<file path="src/rtl/prio_intc_pkg.sv">
package prio_intc_pkg;
  localparam int CB_EN   = 3;
  localparam int CB_RISE = 5;
  localparam int CB_FALL = 6;
  localparam logic [2:0] DST_IRQ = 3'd0;
  localparam logic [2:0] DST_FIQ = 3'd1;

  localparam logic [7:0] A_HP  = 8'h00;
  localparam logic [7:0] A_IPC = 8'h20;
  localparam logic [7:0] A_FPC = 8'h24;
  localparam logic [7:0] A_ST0 = 8'h80;
  localparam logic [7:0] A_ST1 = 8'h84;

  typedef struct packed {
    logic       rot;
    logic [5:0] base;
  } pctl_t;
endpackage

</file>
<file path="src/rtl/prio_intc_edge.sv">
module prio_intc_edge #(
  parameter int NS = 64
) (
  input  logic          clk_i,
  input  logic          rst_ni,
  input  logic [NS-1:0] src_i,
  input  logic [NS-1:0] rise_en_i,
  input  logic [NS-1:0] fall_en_i,
  input  logic [NS-1:0] clr_i,
  output logic [NS-1:0] pend_o
);
  logic [NS-1:0] src_q, pend_q, set;

  assign set = (src_i & ~src_q & rise_en_i) | (~src_i & src_q & fall_en_i);

  always_ff @(posedge clk_i or negedge rst_ni) begin
    if (!rst_ni) begin
      src_q  <= '0;
      pend_q <= '0;
    end else begin
      src_q  <= src_i;
      pend_q <= (pend_q & ~clr_i) | set;  // new edge beats clear
    end
  end

  assign pend_o = pend_q;

  assert_latch_R3: assert property (@(posedge clk_i) disable iff (!rst_ni)
    1'b1 |=> ((pend_q & $past(set)) == $past(set)));
  assert_w1c_R4: assert property (@(posedge clk_i) disable iff (!rst_ni)
    1'b1 |=> ((pend_q & $past(clr_i & ~set)) == '0));
endmodule

</file>
<file path="src/rtl/prio_intc_arb.sv">
module prio_intc_arb #(
  parameter int NS = 64,
  localparam int IW = $clog2(NS)
) (
  input  logic [NS-1:0] cand_i,
  input  logic          rot_i,
  input  logic [IW-1:0] base_i,
  output logic          any_o,
  output logic [IW-1:0] idx_o
);
  logic [NS-1:0] upper;

  function automatic logic [IW-1:0] first1(input logic [NS-1:0] v);
    first1 = '0;
    for (int i = NS - 1; i >= 0; i--) if (v[i]) first1 = IW'(i);
  endfunction

  assign upper = cand_i & ({NS{1'b1}} << base_i);
  assign any_o = |cand_i;

  always_comb begin
    if (rot_i && |upper) idx_o = first1(upper);
    else                 idx_o = first1(cand_i);
  end
endmodule

</file>
<file path="src/rtl/prio_intc.sv">
module prio_intc
  import prio_intc_pkg::*;
#(
  parameter int NS = 64
) (
  input  logic          clk_i,
  input  logic          rst_ni,
  input  logic [NS-1:0] src_i,
  input  logic          req_i,
  input  logic          we_i,
  input  logic [7:0]    addr_i,
  input  logic [3:0]    be_i,
  input  logic [31:0]   wdata_i,
  output logic [31:0]   rdata_o,
  output logic          irq_o,
  output logic          fiq_o
);
  localparam int IW = $clog2(NS);
  localparam int NW = NS / 4;

  logic [7:0]    ctl_q [NS];
  logic [NS-1:0] rise_en, fall_en, clr, epend, irq_cand, fiq_cand;
  logic [31:0]   bmask;
  logic          wr, rd_hp, ipc_wr, fpc_wr, ctl_sel, any;
  logic [IW-1:0] idx, hp_q;
  logic          hp_vld_q, irq_q, fiq_q;
  pctl_t         ipc_q, fpc_q;

  assign wr      = req_i & we_i;
  assign rd_hp   = req_i & ~we_i & (addr_i == A_HP);
  assign ipc_wr  = wr & (addr_i == A_IPC) & be_i[0];
  assign fpc_wr  = wr & (addr_i == A_FPC) & be_i[0];
  assign ctl_sel = (addr_i[7:6] == 2'b01) & (addr_i[1:0] == 2'b00);
  assign bmask   = {{8{be_i[3]}}, {8{be_i[2]}}, {8{be_i[1]}}, {8{be_i[0]}}};

  assign clr[31:0]    = (wr && addr_i == A_ST0) ? (wdata_i & bmask) : '0;
  assign clr[NS-1:32] = (wr && addr_i == A_ST1) ? (wdata_i & bmask) : '0;

  for (genvar n = 0; n < NS; n++) begin : g_src
    logic sel, lvl, pend;
    assign sel = wr & ctl_sel & (addr_i[5:2] == 4'(n / 4)) & be_i[n % 4];
    always_ff @(posedge clk_i or negedge rst_ni) begin
      if (!rst_ni)  ctl_q[n] <= '0;
      else if (sel) ctl_q[n] <= wdata_i[8*(n%4) +: 8];
    end
    assign rise_en[n]  = ctl_q[n][CB_RISE];
    assign fall_en[n]  = ctl_q[n][CB_FALL];
    assign lvl         = ~rise_en[n] & ~fall_en[n];
    assign pend        = ctl_q[n][CB_EN] & (lvl ? src_i[n] : epend[n]);
    assign irq_cand[n] = pend & (ctl_q[n][2:0] == DST_IRQ);
    assign fiq_cand[n] = pend & (ctl_q[n][2:0] == DST_FIQ);
  end

  prio_intc_edge #(.NS(NS)) u_edge (
    .clk_i, .rst_ni, .src_i,
    .rise_en_i(rise_en), .fall_en_i(fall_en), .clr_i(clr), .pend_o(epend)
  );

  prio_intc_arb #(.NS(NS)) u_arb (
    .cand_i(irq_cand), .rot_i(ipc_q.rot), .base_i(ipc_q.base),
    .any_o(any), .idx_o(idx)
  );

  always_ff @(posedge clk_i or negedge rst_ni) begin
    if (!rst_ni) begin
      ipc_q    <= '0;
      fpc_q    <= '0;
      hp_q     <= '1;
      hp_vld_q <= 1'b0;
      irq_q    <= 1'b0;
      fiq_q    <= 1'b0;
    end else begin
      if (ipc_wr)                              ipc_q <= pctl_t'(wdata_i[6:0]);
      else if (rd_hp && hp_vld_q && ipc_q.rot) ipc_q.base <= hp_q + 1'b1;
      if (fpc_wr) fpc_q <= pctl_t'(wdata_i[6:0]);
      hp_q     <= any ? idx : '1;
      hp_vld_q <= any;
      irq_q    <= |irq_cand;
      fiq_q    <= |fiq_cand;
    end
  end

  always_comb begin
    rdata_o = '0;
    if (ctl_sel) begin
      for (int b = 0; b < 4; b++) rdata_o[8*b +: 8] = ctl_q[{addr_i[5:2], 2'(b)}];
    end else begin
      case (addr_i)
        A_HP:    rdata_o = 32'(hp_q);
        A_IPC:   rdata_o = 32'(ipc_q);
        A_FPC:   rdata_o = 32'(fpc_q);
        A_ST0:   rdata_o = epend[31:0];
        A_ST1:   rdata_o = epend[NS-1:32];
        default: rdata_o = '0;
      endcase
    end
  end

  assign irq_o = irq_q;
  assign fiq_o = fiq_q;

  assert_irq_vld_R5: assert property (@(posedge clk_i) disable iff (!rst_ni)
    irq_o |-> hp_vld_q);
  assert_idle_hp_R6: assert property (@(posedge clk_i) disable iff (!rst_ni)
    !irq_o |-> (hp_q == '1));
  assert_hp_cand_R6: assert property (@(posedge clk_i) disable iff (!rst_ni)
    hp_vld_q |-> |($past(irq_cand) & (NS'(1) << hp_q)));
  assert_fixed_low_R7: assert property (@(posedge clk_i) disable iff (!rst_ni)
    (hp_vld_q && !$past(ipc_q.rot)) |-> (($past(irq_cand) & ((NS'(1) << hp_q) - NS'(1))) == '0));
  assert_rot_base_R8: assert property (@(posedge clk_i) disable iff (!rst_ni)
    (rd_hp && hp_vld_q && ipc_q.rot && !ipc_wr) |=> (ipc_q.base == IW'($past(hp_q) + 1'b1)));
endmodule

</file>
<file path="config.mk">
export PLATFORM = sky130hd
export DESIGN_NAME = prio_intc
export DESIGN_NICKNAME = d
export VERILOG_FILES = /design/src/rtl/prio_intc_pkg.sv /design/src/rtl/prio_intc_edge.sv /design/src/rtl/prio_intc_arb.sv /design/src/rtl/prio_intc.sv
export SDC_FILE = /design/constraint.sdc
export NUM_CORES = 1
export LEC_CHECK = 0
export ABC_AREA = 0
export BUFFER_PORTS_ARGS = -buffer_cell sky130_fd_sc_hd__clkbuf_2
export CORE_MARGIN = 2
export CORE_UTILIZATION = 55
export DETAILED_ROUTE_END_ITERATION = 6
export PLACE_DENSITY = 0.72
export SLEW_MARGIN = 20
export SYNTH_ARGS = -nofsm -noshare
export SYNTH_HDL_FRONTEND = slang
export SYNTH_SLANG_ARGS = --single-unit
export TNS_END_PERCENT = 5
</file>
<file path="constraint.sdc">
create_clock -name clk_i -period 2.8 [get_ports clk_i]
set_clock_uncertainty 0.1 [all_clocks]
set_input_delay 0.14 -clock clk_i [delete_from_list [all_inputs] [get_ports clk_i]]
set_output_delay 0.14 -clock clk_i [all_outputs]
set_load 0.005 [all_outputs]
</file>
* After elaboration in Yosys (flattened, before gate mapping)
Index checks and enable logic that the tools add are counted.
Storage, ports and cells: word-level logic and storage cells 941, memories kept 0, memory bits (writable) 0, output and inout bits 34, bits in latches 0, flip-flop bits (word level) 662, ROM bits 0, input port bits 112
Operators by class: divide/modulo/power cells 0, equal/unequal tests 84, $mul 0, order comparisons 4, reduce and logical (&&, ||, !) cells 76, mux-type cells 212, bitwise operators 490, $add $sub $neg 1, shift-type cells 1
Operators by type and width (count):
- 6-bit two-way mux | 132
- 64-bit AND | 6
- 1-bit AND | 345
- 8-bit binary-select mux with 6-bit select | 4
- 3-bit by 1-bit equality test with 1-bit output, second input constant | 64
- 3-bit logical NOT | 64
- 64-bit inverter | 3
- 64-bit OR reduction | 3
- 32-bit one-hot mux with 5 select lines | 1
- 1-bit inverter | 129
- 64-bit bitwise OR | 2
- 32-bit two-way mux | 3
- 1-bit two-way mux | 64
- 8-bit two-way mux | 8
- 64-bit by 6-bit << shifter with 64-bit output, first input constant | 1
- 32-bit AND | 1
- 4-bit equality test, second input constant | 8
- 7-bit greater-or-equal comparator, second input constant | 4
- 6-bit inverter with 7-bit output | 4
- 4-bit by 3-bit equality test with 1-bit output, second input constant | 4
- 8-bit by 6-bit equality test with 1-bit output, second input constant | 2
- 8-bit equality test, second input constant | 2
- 4-bit by 2-bit equality test with 1-bit output, second input constant | 2
- 8-bit logical NOT | 1
- other kinds (7) | 11

* Logic depth before layout (Yosys ltp)
depth after elaboration 72, depth in mapped cells 11, gate-level depth less buffers 9

* Cells and area by module
A second synthesis with hierarchy kept.
Second synthesis, totals: cell total of the unflattened synthesis 2934, area, all modules 36033.3 um^2
By module, submodules not included:
- prio_intc | seq. area each 13395.3 um^2, area an instance 28000.6 um^2, cells an instance 2059, instances 1
- prio_intc_edge | seq. area each 3203.1 um^2, area an instance 5124.9 um^2, cells an instance 384, instances 1
- prio_intc_arb | seq. area each 0.0 um^2, area an instance 2907.8 um^2, cells an instance 491, instances 1

* Worst setup path before layout
No wires, ideal clock.
path kind flip-flop to flip-flop, from reg ctl_q[245] (netlist bit), to reg hp_q[2], setup slack 0.269 ns, stages on the path, launching flop included 10, setup time 0.082 ns, arrival time 2.349 ns, data required time 2.618 ns, cell sequence dfrtp_1 -> or3b_1 -> a2111oi_4 -> nor2_1 -> a2bb2oi_1 -> and4bb_1 -> nand4_1 -> nand2_2 -> and4_1 -> a211o_1
Between the ends: longest elaborated chain between the ends 42, elaborated cells on any way between the ends 79
RTL lines:
- start: declaration | RTL line prio_intc.sv:21 | logic [7:0] ctl_q [NS];
- start signal: indexed assignment | RTL line prio_intc.sv:44 | else if (sel) ctl_q[n] <= wdata_i[8*(n%4) +: 8];
- 1-bit inverter (*) | RTL line prio_intc.sv:48 | assign lvl = ~rise_en[n] & ~fall_en[n];
- 1-bit AND (*) | RTL line prio_intc.sv:48
- 1-bit two-way mux (*) | RTL line prio_intc.sv:49 | assign pend = ctl_q[n][CB_EN] & (lvl ? src_i[n] : epend[n]);
- 1-bit AND (*) | RTL line prio_intc.sv:49
- 1-bit AND (*) | RTL line prio_intc.sv:50 | assign irq_cand[n] = pend & (ctl_q[n][2:0] == DST_IRQ);
- 64-bit AND | RTL line prio_intc_arb.sv:18 | assign upper = cand_i & ({NS{1'b1}} << base_i);
- 6-bit two-way mux (34 in series) | RTL line prio_intc_arb.sv:15 | for (int i = NS - 1; i >= 0; i--) if (v[i]) first1 = IW'(i);
- 6-bit two-way mux | RTL line prio_intc_arb.sv:22 | if (rot_i && |upper) idx_o = first1(upper);
- 6-bit two-way mux (*) | RTL line prio_intc.sv:76 | hp_q <= any ? idx : '1;
- end signal: assignment | RTL line prio_intc.sv:76
- end: declaration | RTL line prio_intc.sv:25 | logic [IW-1:0] idx, hp_q;
Mark *: on every way between the ends. The rest lies on a longest branch, timed or not. A chain may end at the register's enable or synchronous reset.

* Worst setup path after layout
from reg ctl_q[245] (netlist bit), to reg hp_q[0]
The elaborated chain is that of the path after synthesis.

==> results.ini <==
[clocking]
clock_latency_ns = 0.64
numCtsBuffers = 73
cts_root_buffer = clkbuf_16
clock_path_buffers = 3
path_clk_slew_ns = 0.07
cts_tree = done
cts.sinks = 662
h-tree-depth = 3

[yosys]
synth_seq_cells = 662
yosys_most_used_dff = dfrtp_1
synth_cell_types = 102
synth.avg_cell_area_um2 = 12.0
async_flop_share_pct = 100
synth_warnings = 0
ys_top_cells_by_area = dfrtp_1 46%, mux2_2 16%, mux4_2 10%
synth.net_count = 3064
synth_edf_count = 0
netlist_top_cells_count = 656 x dfrtp_1, 519 x mux2_2, 381 x nand2_1, 160 x mux4_2, 105 x o21ai_0
netlist_instances = 2951
synth_largest_area_cell = dfrtp_1
synthesis.area_um2 = 35500
synth.most_common_cell = dfrtp_1
ys_seq_area_share_pct = 46.7
netlist.area_leader.share_pct = 46.2

[placement]
port_buffers = 145
place_inst = 4622
dp_hpwl_mm = 118
gp_congestion = 1.07
dpl_worst_slack_ns = -0.545

[sta]
worst_pin_slew_ns = 1.06
timing.final.ws_setup_ns = -0.184
layout_min_cycle_time_ns = 2.98
rsz0062_at_grt = yes
fin_crit_sh_pct = 107
finalHoldViolCount = 0
slew-limit-headroom_pct = 27.2
drv_slew = 0
setup_viol = 18
timing.hold.ws_ns = 0.0194
fmax_ghz = 0.335

[floorplanning]
core-area_um2 = 64100
die_h_um = 258
num_io_pins = 146
rows = 93
dieArea_um2 = 66600
die_w_um = 258
start_util_pct = 55.4

[setup_path]
crit_path_start_kind = register
r2r-start = ctl_q[245]$_DFFE_PN0P_
crit_required_ns = 3.26
crit_fanout = 3
rrSetupSlack_ns = -0.18
end_kind = register
r2r_end = hp_q[0]$_DFF_PN1_
rr_worst_depth = 13
worst-endpoint-arrival_ns = 3.45
worst-setup-path-type = reg -> reg

[outcome]
status = complete, but fails checks
violations = DRC, setup timing

[pwr]
clkPwrFrac_pct = 43.7
p_int_mw = 17.1
switching_share_pct = 26.4
p_switching_mw = 6.16
p_seq_share_pct = 44.1
power_frac_comb_pct = 12.2
power_density_nw_per_um2 = 490
p_leak_nw = 22.6
ir_worst_vdd_uv = 600

[global_routing]
grt_max_degree = 83
grt_pass1_vias = 33800
grt_usage_pct = 47.5
grt_pass1_wl_mm = 227
grt_overflow = 0
antenna_found_initial = 13

[layout]
drive_gt1_share_pct = 50.9
nets = 4054
final-instance-count-excl-fill = 4857
area_delta_synth_final_pct = 34.0

[routing]
avgViaCountPerCell = 6.71
ant_nets = 0
drt-total-wl_mm = 158
vias = 32600
firstDrtPassIters = 7
wire_per_inst_um = 32.6
remaining_drc_errors = 6
first_iter_violations = 3935

[worst_hold_path]
hp-class = in -> async

[flow_run]
maxCapViolations = 0

-- cell families (layout without fill, tap and decap cells) --
| logic type | after synthesis | count (layout) | share of synthesized area (%) |
|---|---|---|---|
| adder cells (fa/ha/maj) | 1 | 1 | 0.0352 |
| AO/OA/AOI/OAI | 536 | 536 | 10.8 |
| XOR/XNOR | 4 | 4 | 0.0986 |
| other | 0 | 3 | 0 |
| AND/OR/NAND/NOR | 840 | 840 | 12.5 |
| multiplexers | 716 | 716 | 27.6 |
| flip-flops | 662 | 662 | 46.7 |
| buffers and inverters | 192 | 1240 | 2.26 |
-- cell type report --
type | count | area, um^2
diodes | 3 | 7.51
clock buffers | 104 | 2170
clock inverters | 29 | 374
fillers | 4091 | 16500
inverters | 35 | 131
multi-input cells | 2097 | 19000
flip-flops and latches | 662 | 16600
well taps | 855 | 1070
repair buffers | 1072 | 8230
-- worst max-delay path by stage --
stage | depth (start not counted) | from | to
after floorplan | 9 | ctl_q[245]$_DFFE_PN0P_ | hp_q[2]$_DFF_PN1_
after global placement | 12 | ctl_q[85]$_DFFE_PN0P_ | hp_q[0]$_DFF_PN1_
after detailed placement | 12 | ctl_q[85]$_DFFE_PN0P_ | hp_q[0]$_DFF_PN1_
after CTS | 11 | ctl_q[430]$_DFFE_PN0P_ | hp_q[0]$_DFF_PN1_
after global routing | 13 | ctl_q[118]$_DFFE_PN0P_ | hp_q[2]$_DFF_PN1_
final | 13 | ctl_q[245]$_DFFE_PN0P_ | hp_q[0]$_DFF_PN1_
-- timing repair --
action | in CTS | in global routing
endpoints found under the hold margin | 424 | 0
endpoints found under the setup margin | 14 | 29
buffers inserted | 25 | 7
resized for setup | 173 | 58
gates cloned | 0 | 0
hold buffers | 68 | 0
pin swaps | 30 | 21
-- metrics by stage --
step	util (%)	total power [mW]	TNS [ns]	area (um^2)
2_1_floorplan	-	11.4	0	35500
3_3_place_gp	67.3	12.9	-2.48	43100
3_5_place_dp	67.3	13.0	-2.45	43200
4_1_cts	73.7	23.2	-0.551	47300
5_1_grt	74.2	23.8	-1.94	47600
6_report	74.2	23.3	-1.08	47600
-- flip-flops by register name, summed over array words and instances (netlist names) --
signal / cells
u_edge.src_q: 64
fiq_o: 1
hp_vld_q: 1
hp_q: 6
ipc_q: 7
ctl_q: 512
fpc_q: 7
u_edge.pend_o: 64
-- layout by cell type (no fill, tap or decap), drive strengths merged, types with 52 or more instances in the layout --
cell / n
buf: 864
dfrtp: 656
mux2: 519
nand2: 384
clkbuf: 244
mux4: 160
o21ai: 120
nor2: 99
a21oi: 97
o211ai: 87
dlygate4sd3: 68
nand3b: 66
or3b: 55
a2111oi: 52
-- worst max-delay path, stage by stage (launching register included) --
cell,delay [ns]
dfrtp_1,0.40
or3b_1,0.46
a2111oi_4,0.35
buf_6,0.18
buf_12,0.11
a211o_1,0.16
o211ai_1,0.11
a211oi_2,0.23
buf_4,0.20
nand4_1,0.08
buf_4,0.15
nor2_4,0.11
o31ai_2,0.07
o211ai_1,0.19
-- power groups by stage --
stage	registers (mW)	logic [mW]	clock network, mW
after floorplan	10.3	1.10	0
after global placement	10.4	2.51	0
after detailed placement	10.4	2.58	0
after CTS	10.2	2.75	10.2
after global routing	10.3	2.97	10.6
final	10.3	2.85	10.2
-- layer usage --
metal	share of wire, %	GRT usage [%]	up-vias
met1	36	59.0	16600
met4	8.3	31.0	14
li1	-	-	13200
met3	11	14.3	646
met5	0.059	0	-
met2	44	72.7	2151
Power figures use the tool's default switching activity.
